===== config.mk =====
export PLATFORM = sky130hd
export DESIGN_NAME = flash_cmd_decoder
export DESIGN_NICKNAME = d
export VERILOG_FILES = /design/src/rtl/fcmd_pkg.sv /design/src/rtl/fcmd_classify.sv /design/src/rtl/fcmd_tally.sv /design/src/rtl/fcmd_seq.sv /design/src/rtl/flash_cmd_decoder.sv
export SDC_FILE = /design/constraint.sdc
export NUM_CORES = 1
export LEC_CHECK = 0
export ABC_AREA = 1
export BUFFER_PORTS_ARGS = -buffer_cell sky130_fd_sc_hd__buf_4
export CORE_UTILIZATION = 30
export CTS_BUF_LIST = sky130_fd_sc_hd__clkbuf_8 sky130_fd_sc_hd__clkbuf_16
export DETAILED_ROUTE_END_ITERATION = 6
export GPL_ROUTABILITY_DRIVEN = 0
export PLACE_DENSITY = 0.52
export SLEW_MARGIN = 5
export SYNTH_ARGS = -nofsm -noshare
export SYNTH_HDL_FRONTEND = slang
export SYNTH_SLANG_ARGS = --single-unit

===== constraint.sdc =====
create_clock -name clk -period 1.9 [get_ports clk]
set_input_delay 0.38 -clock clk [delete_from_list [all_inputs] [get_ports clk]]
set_output_delay 0.38 -clock clk [all_outputs]
set_load 0.005 [all_outputs]

===== src/rtl/fcmd_pkg.sv =====
// Package: shared opcode values and type encodings for the flash command
// decoder. Assumes commands are carried in the low data byte.
package fcmd_pkg;

    localparam logic [7:0] OPC_ARRAY     = 8'hFF;
    localparam logic [7:0] OPC_IDENT     = 8'h90;
    localparam logic [7:0] OPC_QUERY     = 8'h98;
    localparam logic [7:0] OPC_STATUS    = 8'h70;
    localparam logic [7:0] OPC_CLEAR     = 8'h50;
    localparam logic [7:0] OPC_PROG_A    = 8'h40;
    localparam logic [7:0] OPC_PROG_B    = 8'h10;
    localparam logic [7:0] OPC_ERASE     = 8'h20;
    localparam logic [7:0] OPC_LOCK      = 8'h60;
    localparam logic [7:0] OPC_BUFFER    = 8'hE8;
    localparam logic [7:0] OPC_CONFIRM   = 8'hD0;
    localparam logic [7:0] OPC_LOCK_SET  = 8'h01;

    typedef enum logic [1:0] {
        RM_ARRAY  = 2'd0,
        RM_IDENT  = 2'd1,
        RM_QUERY  = 2'd2,
        RM_STATUS = 2'd3
    } rmode_t;

    typedef enum logic [2:0] {
        OP_NONE     = 3'd0,
        OP_PROG     = 3'd1,
        OP_ERASE    = 3'd2,
        OP_LOCK_SET = 3'd3,
        OP_LOCK_CLR = 3'd4,
        OP_BUF      = 3'd5
    } opkind_t;

    typedef enum logic [3:0] {
        CMD_ARRAY, CMD_IDENT, CMD_QUERY, CMD_STATUS, CMD_CLEAR,
        CMD_PROG, CMD_ERASE, CMD_LOCK, CMD_BUFFER, CMD_CONFIRM,
        CMD_LOCK_SET, CMD_OTHER
    } cmd_t;

    typedef enum logic [2:0] {
        SQ_IDLE, SQ_PROG, SQ_ERASE, SQ_LOCK, SQ_BCOUNT, SQ_BDATA, SQ_BCONF
    } seq_t;

endpackage


===== src/rtl/fcmd_classify.sv =====
// Module: fcmd_classify
// Maps a command byte to a command class. Purely combinational; the caller
// supplies only the low data byte, so upper data bits can never matter.
module fcmd_classify
    import fcmd_pkg::*;
(
    input  logic [7:0] code,
    output cmd_t       cls
);

    // Opcode lookup.
    always_comb begin
        case (code)
            OPC_ARRAY:    cls = CMD_ARRAY;
            OPC_IDENT:    cls = CMD_IDENT;
            OPC_QUERY:    cls = CMD_QUERY;
            OPC_STATUS:   cls = CMD_STATUS;
            OPC_CLEAR:    cls = CMD_CLEAR;
            OPC_PROG_A,
            OPC_PROG_B:   cls = CMD_PROG;
            OPC_ERASE:    cls = CMD_ERASE;
            OPC_LOCK:     cls = CMD_LOCK;
            OPC_BUFFER:   cls = CMD_BUFFER;
            OPC_CONFIRM:  cls = CMD_CONFIRM;
            OPC_LOCK_SET: cls = CMD_LOCK_SET;
            default:      cls = CMD_OTHER;
        endcase
    end

endmodule


===== src/rtl/fcmd_tally.sv =====
// Module: fcmd_tally
// Counts down the remaining buffered-write data cycles. 'last' is high when
// the next data cycle is the final one. Assumes load and dec never coincide.
module fcmd_tally #(
    parameter int CW = 4
) (
    input  logic          clk,
    input  logic          rst_n,
    input  logic          load,
    input  logic [CW-1:0] load_val,
    input  logic          dec,
    output logic          last
);

    logic [CW-1:0] remain;

    // Remaining-word register.
    always_ff @(posedge clk) begin
        if (!rst_n)    remain <= '0;
        else if (load) remain <= load_val;
        else if (dec)  remain <= remain - 1'b1;
    end

    assign last = (remain == '0);

endmodule


===== src/rtl/fcmd_seq.sv =====
// Module: fcmd_seq
// Command sequencer: holds the read mode and the open multi-cycle sequence,
// and emits registered one-cycle request pulses. Assumes wr_en is one cycle
// per host write and pwr_down acts like a synchronous reset.
module fcmd_seq
    import fcmd_pkg::*;
#(
    parameter int AW = 23,
    parameter int DW = 16,
    parameter int BUF_WORDS = 16
) (
    input  logic          clk,
    input  logic          rst_n,
    input  logic          pwr_down,
    input  logic          wr_en,
    input  cmd_t          cls,
    input  logic [AW-1:0] wr_addr,
    input  logic [DW-1:0] wr_data,
    input  logic          busy,
    input  logic          cnt_last,
    output logic          cnt_load,
    output logic          cnt_dec,
    output rmode_t        mode,
    output logic          op_valid,
    output opkind_t       op_kind,
    output logic [AW-1:0] op_addr,
    output logic [DW-1:0] op_data,
    output logic          buf_wr,
    output logic          seq_err,
    output logic          clr_status
);

    seq_t          state;
    logic [AW-1:0] base_addr;
    logic [7:0]    buf_n;
    logic          count_ok;

    assign count_ok = (int'(wr_data[7:0]) < BUF_WORDS);

    // Counter strobes: load on a good count, step on each buffer data cycle.
    always_comb begin
        cnt_load = wr_en && !pwr_down && (state == SQ_BCOUNT) && count_ok;
        cnt_dec  = wr_en && !pwr_down && (state == SQ_BDATA);
    end

    // Sequence state, read mode and request pulses.
    always_ff @(posedge clk) begin
        if (!rst_n || pwr_down) begin
            state      <= SQ_IDLE;
            mode       <= RM_ARRAY;
            op_valid   <= 1'b0;
            op_kind    <= OP_NONE;
            op_addr    <= '0;
            op_data    <= '0;
            buf_wr     <= 1'b0;
            seq_err    <= 1'b0;
            clr_status <= 1'b0;
            base_addr  <= '0;
            buf_n      <= '0;
        end else begin
            op_valid   <= 1'b0;
            buf_wr     <= 1'b0;
            seq_err    <= 1'b0;
            clr_status <= 1'b0;
            if (wr_en) begin
                case (state)
                    SQ_IDLE: begin
                        case (cls)
                            CMD_ARRAY:  mode <= RM_ARRAY;
                            CMD_IDENT:  if (!busy) mode <= RM_IDENT;
                            CMD_QUERY:  mode <= RM_QUERY;
                            CMD_STATUS: mode <= RM_STATUS;
                            CMD_CLEAR:  clr_status <= 1'b1;
                            CMD_PROG:   state <= SQ_PROG;
                            CMD_ERASE:  state <= SQ_ERASE;
                            CMD_LOCK:   if (!busy) state <= SQ_LOCK;
                            CMD_BUFFER: begin
                                state     <= SQ_BCOUNT;
                                mode      <= RM_STATUS;
                                base_addr <= wr_addr;
                            end
                            default: ;
                        endcase
                    end
                    SQ_PROG: begin
                        op_valid <= 1'b1;
                        op_kind  <= OP_PROG;
                        op_addr  <= wr_addr;
                        op_data  <= wr_data;
                        mode     <= RM_STATUS;
                        state    <= SQ_IDLE;
                    end
                    SQ_ERASE: begin
                        if (cls == CMD_CONFIRM) begin
                            op_valid <= 1'b1;
                            op_kind  <= OP_ERASE;
                            op_addr  <= wr_addr;
                            op_data  <= '0;
                        end else begin
                            seq_err <= 1'b1;
                        end
                        mode  <= RM_STATUS;
                        state <= SQ_IDLE;
                    end
                    SQ_LOCK: begin
                        if (cls == CMD_LOCK_SET) begin
                            op_valid <= 1'b1;
                            op_kind  <= OP_LOCK_SET;
                            op_addr  <= wr_addr;
                            op_data  <= '0;
                        end else if (cls == CMD_CONFIRM) begin
                            op_valid <= 1'b1;
                            op_kind  <= OP_LOCK_CLR;
                            op_addr  <= wr_addr;
                            op_data  <= '0;
                        end else begin
                            seq_err <= 1'b1;
                        end
                        mode  <= RM_STATUS;
                        state <= SQ_IDLE;
                    end
                    SQ_BCOUNT: begin
                        if (count_ok) begin
                            buf_n <= wr_data[7:0];
                            state <= SQ_BDATA;
                        end else begin
                            seq_err <= 1'b1;
                            state   <= SQ_IDLE;
                        end
                    end
                    SQ_BDATA: begin
                        buf_wr  <= 1'b1;
                        op_addr <= wr_addr;
                        op_data <= wr_data;
                        if (cnt_last) state <= SQ_BCONF;
                    end
                    SQ_BCONF: begin
                        if (cls == CMD_CONFIRM) begin
                            op_valid <= 1'b1;
                            op_kind  <= OP_BUF;
                            op_addr  <= base_addr;
                            op_data  <= {{(DW-8){1'b0}}, buf_n};
                        end else begin
                            seq_err <= 1'b1;
                        end
                        mode  <= RM_STATUS;
                        state <= SQ_IDLE;
                    end
                    default: state <= SQ_IDLE;
                endcase
            end
        end
    end

endmodule


===== src/rtl/flash_cmd_decoder.sv =====
// Module: flash_cmd_decoder (top)
// Turns host write cycles into a read-mode select and engine requests.
// Assumes one wr_en pulse per bus write and DW of at least 8.
module flash_cmd_decoder
    import fcmd_pkg::*;
#(
    parameter int AW = 23,
    parameter int DW = 16,
    parameter int BUF_WORDS = 16
) (
    input  logic          clk,
    input  logic          rst_n,
    input  logic          pwr_down,
    input  logic          wr_en,
    input  logic [AW-1:0] wr_addr,
    input  logic [DW-1:0] wr_data,
    input  logic          eng_busy,
    output logic [1:0]    rd_mode,
    output logic          page_ok,
    output logic          op_valid,
    output logic [2:0]    op_kind,
    output logic [AW-1:0] op_addr,
    output logic [DW-1:0] op_data,
    output logic          buf_wr,
    output logic          seq_err,
    output logic          clr_status
);

    localparam int CW = (BUF_WORDS > 1) ? $clog2(BUF_WORDS) : 1;

    cmd_t    cls;
    rmode_t  mode;
    opkind_t kind;
    logic    cnt_load, cnt_dec, cnt_last;

    fcmd_classify u_cls (
        .code (wr_data[7:0]),
        .cls  (cls)
    );

    fcmd_tally #(.CW(CW)) u_tally (
        .clk      (clk),
        .rst_n    (rst_n),
        .load     (cnt_load),
        .load_val (wr_data[CW-1:0]),
        .dec      (cnt_dec),
        .last     (cnt_last)
    );

    fcmd_seq #(.AW(AW), .DW(DW), .BUF_WORDS(BUF_WORDS)) u_seq (
        .clk        (clk),
        .rst_n      (rst_n),
        .pwr_down   (pwr_down),
        .wr_en      (wr_en),
        .cls        (cls),
        .wr_addr    (wr_addr),
        .wr_data    (wr_data),
        .busy       (eng_busy),
        .cnt_last   (cnt_last),
        .cnt_load   (cnt_load),
        .cnt_dec    (cnt_dec),
        .mode       (mode),
        .op_valid   (op_valid),
        .op_kind    (kind),
        .op_addr    (op_addr),
        .op_data    (op_data),
        .buf_wr     (buf_wr),
        .seq_err    (seq_err),
        .clr_status (clr_status)
    );

    // Plain-vector views of the enum outputs.
    assign rd_mode = mode;
    assign op_kind = kind;
    assign page_ok = (mode == RM_ARRAY);

endmodule


# ---- Word-level counts from Yosys, hierarchy flattened
# Index checks and enable logic that the tools add are counted.
dict set report classes {
  n_reduce_logical 28
  muxes 33
  shift 0
  n_addsub 1
  n_bitwise 2
  div_mod_pow 0
  n_eq_ne 36
  mul 0
  magnitude_cmp 1
}
# cell count
set ops {}
lappend ops {{23-bit one-hot mux with 4 select lines} 1}
lappend ops {{23-bit 2-to-1 mux} 3}
lappend ops {{16-bit one-hot mux with 4 select lines} 1}
lappend ops {{16-bit 2-to-1 mux} 3}
lappend ops {{4-bit one-hot mux with 11 select lines} 1}
lappend ops {{8-bit == test (second input constant)} 5}
lappend ops {{8-bit by 7-bit == test with 1-bit output (second input constant)} 4}
lappend ops {{3-bit one-hot mux with 4 select lines} 2}
lappend ops {{3-bit 2-to-1 mux} 7}
lappend ops {{4-bit by 3-bit == test with 1-bit output (second input constant)} 4}
lappend ops {{4-bit == test (second input constant)} 3}
lappend ops {{5-bit != test (second input constant)} 2}
lappend ops {{2-bit OR reduction} 5}
lappend ops {{3-bit == test (second input constant)} 3}
lappend ops {{3-bit one-hot mux with 3 select lines} 1}
lappend ops {{3-bit AND reduction} 3}
lappend ops {{4-bit by 2-bit == test with 1-bit output (second input constant)} 2}
lappend ops {{8-bit by 1-bit == test with 1-bit output (second input constant)} 1}
lappend ops {{8-bit by 5-bit == test with 1-bit output (second input constant)} 1}
lappend ops {{8-bit by 6-bit == test with 1-bit output (second input constant)} 1}
lappend ops {{4-bit logical NOT} 2}
lappend ops {{8-bit by 5-bit < comparator with 1-bit output (second input constant)} 1}
lappend ops {{4-bit 2-to-1 mux} 2}
lappend ops {{2-bit one-hot mux with 4 select lines} 1}
lappend ops {{other kinds (24)} 42}
dict set report totals {
  n_memories 0
  rom_bits 0
  mem_bits_rw 0
  regBits 86
  input_bits 44
  wordCells 113
  latch_bits 0
}

# ---- Depth between registers and ports, before layout
dict set report depth {
  ltp_word 7
  depth_mapped 13
}

# ---- Modules after synthesis
# From an unflattened synthesis, not the netlist that was laid out.
dict set report hier_totals {
  cells_unflattened 636
  hier_area_um2 4121.5
}
# module cells_per_inst area_per_inst_um2 seq_area_each_um2 n_inst
set by_module_without_submodules {}
lappend by_module_without_submodules {fcmd_seq 520 3528.4 1641.6 1}
lappend by_module_without_submodules {fcmd_classify 75 336.6 0.0 1}
lappend by_module_without_submodules {fcmd_tally 40 252.7 80.1 1}
lappend by_module_without_submodules {flash_cmd_decoder 1 3.8 0.0 1}

# ---- Worst setup path before layout
# Ideal clock, no wire load.
dict set report synth_path {
  kind {in2reg}
  startpoint {input wr_data[4]}
  endpoint {register u_seq.op_addr[17]}
  setup_ns 0.109
  path_stages 12
  n_path_buf 2
  t_arrival_ns 1.459
  slack_ns 0.333
  cell_sequence {nor2_1 -> inv_2 -> nor2_4 -> nand2_1 -> nand2_2 -> nand2_2 -> buf_6 -> buf_4 -> nand3_1 -> nand4_1 -> nand2_1 -> inv_1}
}
dict set report synth_between {
  elab_chain_len 7
}
# item line_no
set synth_lines {}
lappend synth_lines {{start, declared} flash_cmd_decoder.sv:16} ;# input logic [DW-1:0] wr_data,
lappend synth_lines {{8-bit by 7-bit == test with 1-bit output / 8-bit by 5-bit == test with 1-bit output (equally long branches)} fcmd_classify.sv:13} ;# case (code)
lappend synth_lines {{2-bit OR reduction} fcmd_classify.sv:13}
lappend synth_lines {{4-bit one-hot mux with 11 select lines (*)} fcmd_classify.sv:13}
lappend synth_lines {{4-bit == test} {fcmd_seq.sv:94, fcmd_seq.sv:111, fcmd_seq.sv:138}}
lappend synth_lines {{23-bit 2-to-1 mux} -}
lappend synth_lines {{23-bit 2-to-1 mux} fcmd_seq.sv:106} ;# if (cls == CMD_LOCK_SET) begin
lappend synth_lines {{23-bit one-hot mux with 4 select lines} fcmd_seq.sv:66} ;# case (state)
lappend synth_lines {{end signal, assigned} fcmd_seq.sv:97} ;# op_addr <= wr_addr;
lappend synth_lines {{end signal, assigned} fcmd_seq.sv:109} ;# op_addr <= wr_addr;
lappend synth_lines {{end signal, assigned} fcmd_seq.sv:114} ;# op_addr <= wr_addr;
lappend synth_lines {{end, declared} fcmd_seq.sv:26} ;# output logic [AW-1:0] op_addr,
# Every way passes the cells marked *; elsewhere a longest branch is shown, timed or not.
# A chain may end at the register's enable or synchronous reset.

# ---- Final worst setup path
dict set report layout_path {
  startpoint {register u_seq.state[2]}
  endpoint {register u_seq.op_data[7]}
}
dict set report layout_between {
  elab_chain_len 4
}
# item line_no
set layout_lines {}
lappend layout_lines {{start, declared} fcmd_seq.sv:33} ;# seq_t state;
lappend layout_lines {{start signal, assigned} fcmd_seq.sv:49} ;# state <= SQ_IDLE;
lappend layout_lines {{start signal, assigned} fcmd_seq.sv:74} ;# CMD_PROG: state <= SQ_PROG;
lappend layout_lines {{start signal, assigned} fcmd_seq.sv:75} ;# CMD_ERASE: state <= SQ_ERASE;
lappend layout_lines {{3-bit by 1-bit == test with 1-bit output / 3-bit == test (equally long branches)} fcmd_seq.sv:66}
lappend layout_lines {{2-bit OR reduction (no source line)} -}
lappend layout_lines {{4-bit nonzero test (no source line)} -}
lappend layout_lines {{3-bit AND reduction (no source line)} -}
lappend layout_lines {{end signal, assigned} fcmd_seq.sv:89} ;# op_data <= wr_data;
lappend layout_lines {{end signal, assigned} fcmd_seq.sv:134} ;# op_data <= wr_data;
lappend layout_lines {{end signal, assigned} fcmd_seq.sv:142} ;# op_data <= {{(DW-8){1'b0}}, buf_n};
lappend layout_lines {{end, declared} fcmd_seq.sv:27} ;# output logic [DW-1:0] op_data,
# Parallel ways exist; a longest one is shown, timed or not.

==> impl_metrics.env <==
export IMPL_power_leakage_nw=2.61
export IMPL_clockRootBuffer="clkbuf_16"
export IMPL_cts_tree="yes"
export IMPL_syn2layout_area_growth_pct=26.9
export IMPL_cts_made_buffers=9
export IMPL_required_ns=2.17
export IMPL_whs_ns=0.291
export IMPL_design_area_um2=5770
export IMPL_post_route_period_util_pct=89.7
export IMPL_antenna_found_initial=0
export IMPL_grt_remaining_overflow=0
export IMPL_regArea_um2=1720
export IMPL_hold_viol_final=0
export IMPL_hold_buffers=0
export IMPL_critPathKind="register to register"
export IMPL_vias=4645
export IMPL_grt_pass1_vias=4325
export IMPL_synth_edf_count=0
export IMPL_cts_resized=0
export IMPL_rows=44
export IMPL_antenna_cells=0
export IMPL_pwr_density_cell_nw_per_um2=652
export IMPL_fin_nets=825
export IMPL_viasPerCell=4.79
export IMPL_seq_area_frac_synth_pct=37.9
export IMPL_maxSlewHeadroom_pct=72.6
export IMPL_dieHeight_um=125
export IMPL_cts_setup_buffers=0
export IMPL_end_kind="register"
export IMPL_syn_area_per_cell_um2=6.64
export IMPL_worst_slew_pin_slew_ns=0.407
export IMPL_dp_hpwl_um=9410
export IMPL_dieArea_um2=15600
export IMPL_synth_seq_cells=86
export IMPL_final_setup_tns_ns=0
export IMPL_portBuffers=92
export IMPL_drt_total_wl_um=13000
export IMPL_hold_path_class="input port to register"
export IMPL_fillers=1610
export IMPL_htree_levels=3
export IMPL_synthesis_nets=730
export IMPL_power_mw=3.76
export IMPL_violations="design-rule violations"
export IMPL_grt_use_total_pct=17.0
export IMPL_start_util_pct=31.0
export IMPL_rsz0062_at_grt="no"
export IMPL_placed_area_um2=5490
export IMPL_clock_sinks=86
export IMPL_synthArstFlopShare_pct=0
export IMPL_finish_utilization_pct=39.4
export IMPL_core_um2=14600
export IMPL_ys_types=36
export IMPL_syn_inst=685
export IMPL_netlist_area_um2=4550
export IMPL_drc=14
export IMPL_outcome="finished with violations"
export IMPL_finalCriticalPeriod_ns=1.70
export IMPL_yosys_warnings=0
export IMPL_grt_max_degree=37
export IMPL_grt_pass1_wl_um=21500
export IMPL_multi_input_area_um2=2330
export IMPL_path_clk_slew_ns=0.06
export IMPL_first_iter_violations=375
export IMPL_setup_violations=0
export IMPL_io_pins=93
export IMPL_worstSetupStartpointType="register"
export IMPL_drtPass1Iterations=7
export IMPL_fmax_ghz=0.587
export IMPL_ys_flop_type="dfxtp_1"
export IMPL_ant_nets=0
export IMPL_clk_latency_ns=0.35
export IMPL_arrival_ns=1.98
export IMPL_max_cap_viol_count=0
export IMPL_ir_drop_mv=0.420
export IMPL_drive_gt1_share_pct=20.5
export IMPL_crit_fanout=16
export IMPL_slew_viol_final=0
export IMPL_die_w_um=125
export IMPL_skew_ns=0.00541
export IMPL_clk_path_buf_depth=2
export IMPL_avgRoutedWirePerCell_um=13.4
## metal layers
layer  up-vias  part of all wire (%)  track usage [%]
met4         0                   1.6             7.17
met1      2108                    49             23.1
li1       2409                     -                -
met5         -                     0                0
met3        13                   4.7             2.65
met2       115                    45             26.9
## cells in the final DEF (no fill, tap or decap), types with 2 or more instances in the layout
cell,n
nand2_1,157
buf_4,114
nor2_1,102
dfxtp_1,86
inv_1,66
nand3_1,56
o21ai_0,36
a21oi_1,28
nand4_1,22
o21a_1,18
inv_2,16
o22ai_1,12
a21boi_1,10
nor3_1,9
clkbuf_16,9
a21boi_0,8
nand2_2,5
nor2_4,3
a31oi_1,3
nand2_4,2
xor2_1,2
o21ai_1,2
clkinv_2,2
clkbuf_8,2
buf_12,2
## flip-flops by register name, indices dropped and copies added (netlist names)
| signal | cells |
|---|---|
| u_seq.base_addr | 23 |
| u_seq.op_addr | 23 |
| u_seq.op_data | 16 |
| u_seq.buf_n | 8 |
| u_tally.remain | 4 |
| u_seq.op_kind | 3 |
| u_seq.state | 3 |
| u_seq.mode | 2 |
| u_seq.buf_wr | 1 |
| u_seq.clr_status | 1 |
| u_seq.op_valid | 1 |
| u_seq.seq_err | 1 |
## critical path, stage by stage (launching register included)
cell and delay, ns:
dfxtp_1 0.45, nand2_1 0.13, nand2_1 0.17, nand2_1 0.11
nand3_4 0.16, inv_4 0.06, nand2_2 0.11, buf_4 0.23
nand2_1 0.07, a21oi_1 0.14
## logic make-up after synthesis
kind of cell | after synthesis | share of synthesized area [%]
compound gates | 122 | 16.1
xor+xnor | 2 | 0.385
flops | 86 | 37.9
buf+inv | 113 | 10.9
fa+ha+maj | 1 | 0.275
simple gates | 361 | 34.4
## stage by stage
step	std cells	setup WS, ns
after floorplan	685	0.333
after global placement	953	0.0481
after detailed placement	953	0.0720
after CTS	969	0.187
after global routing	969	0.0161
final	969	0.196
## report_power, final
group	switching (mW)	internal [mW]	total, mW
combinational	0.152	0.109	0.261
clock	0.745	0.946	1.69
sequential	0.00339	1.81	1.81
## layout make-up
cell class              instances  share of cell area, %
multi-input cells             486                   40.5
well taps                     184                   3.99
clock inverters                 5                  0.456
flip-flops and latches         86                   29.8
clock buffers                  11                   4.38
inverters                      81                   5.31
repair buffers                116                   15.5
## synth_stat cells (2+ instances only)
| library cell | count | share of area, % |
|---|---|---|
| dfxtp_1 | 86 | 38 |
| o21ai_0 | 36 | 4.0 |
| a21boi_0 | 8 | 1.3 |
| nand3_1 | 56 | 6.2 |
| a21oi_1 | 28 | 3.1 |
| o21ai_1 | 2 | 0.22 |
| o22ai_1 | 12 | 1.7 |
| nor3_1 | 9 | 0.99 |
| nor2_4 | 2 | 0.50 |
| nor2_1 | 103 | 8.5 |
| buf_6 | 4 | 0.99 |
| buf_4 | 8 | 1.3 |
| nand2_1 | 157 | 13 |
| clkbuf_1 | 12 | 0.99 |
| buf_2 | 8 | 0.88 |
| inv_2 | 16 | 1.3 |
| inv_1 | 64 | 5.3 |
| xor2_1 | 2 | 0.39 |
| nand4_1 | 22 | 3.0 |
| a31oi_1 | 3 | 0.41 |
| a21boi_1 | 10 | 1.7 |
| nand2_4 | 2 | 0.50 |
| o21a_1 | 18 | 3.0 |
| nand2_2 | 5 | 0.69 |
## path summary, 6_finish.rpt
path / start / end / slack, ns / cells past startpoint
setup / recovery: u_seq.state[2]$_SDFFE_PP0P_ / u_seq.op_data[7]$_SDFFE_PP0P_ / 0.20 / 9
hold / removal: wr_data[9] / u_seq.op_data[9]$_SDFFE_PP0P_ / 0.29 / 3
setup reg to reg: u_seq.state[2]$_SDFFE_PP0P_ / u_seq.op_data[7]$_SDFFE_PP0P_ / 0.20 / 9
hold reg to reg: u_seq.buf_n[4]$_SDFFE_PP0P_ / u_seq.buf_n[4]$_SDFFE_PP0P_ / 0.44 / 2
Note: power is estimated with default switching activity, not from simulation.
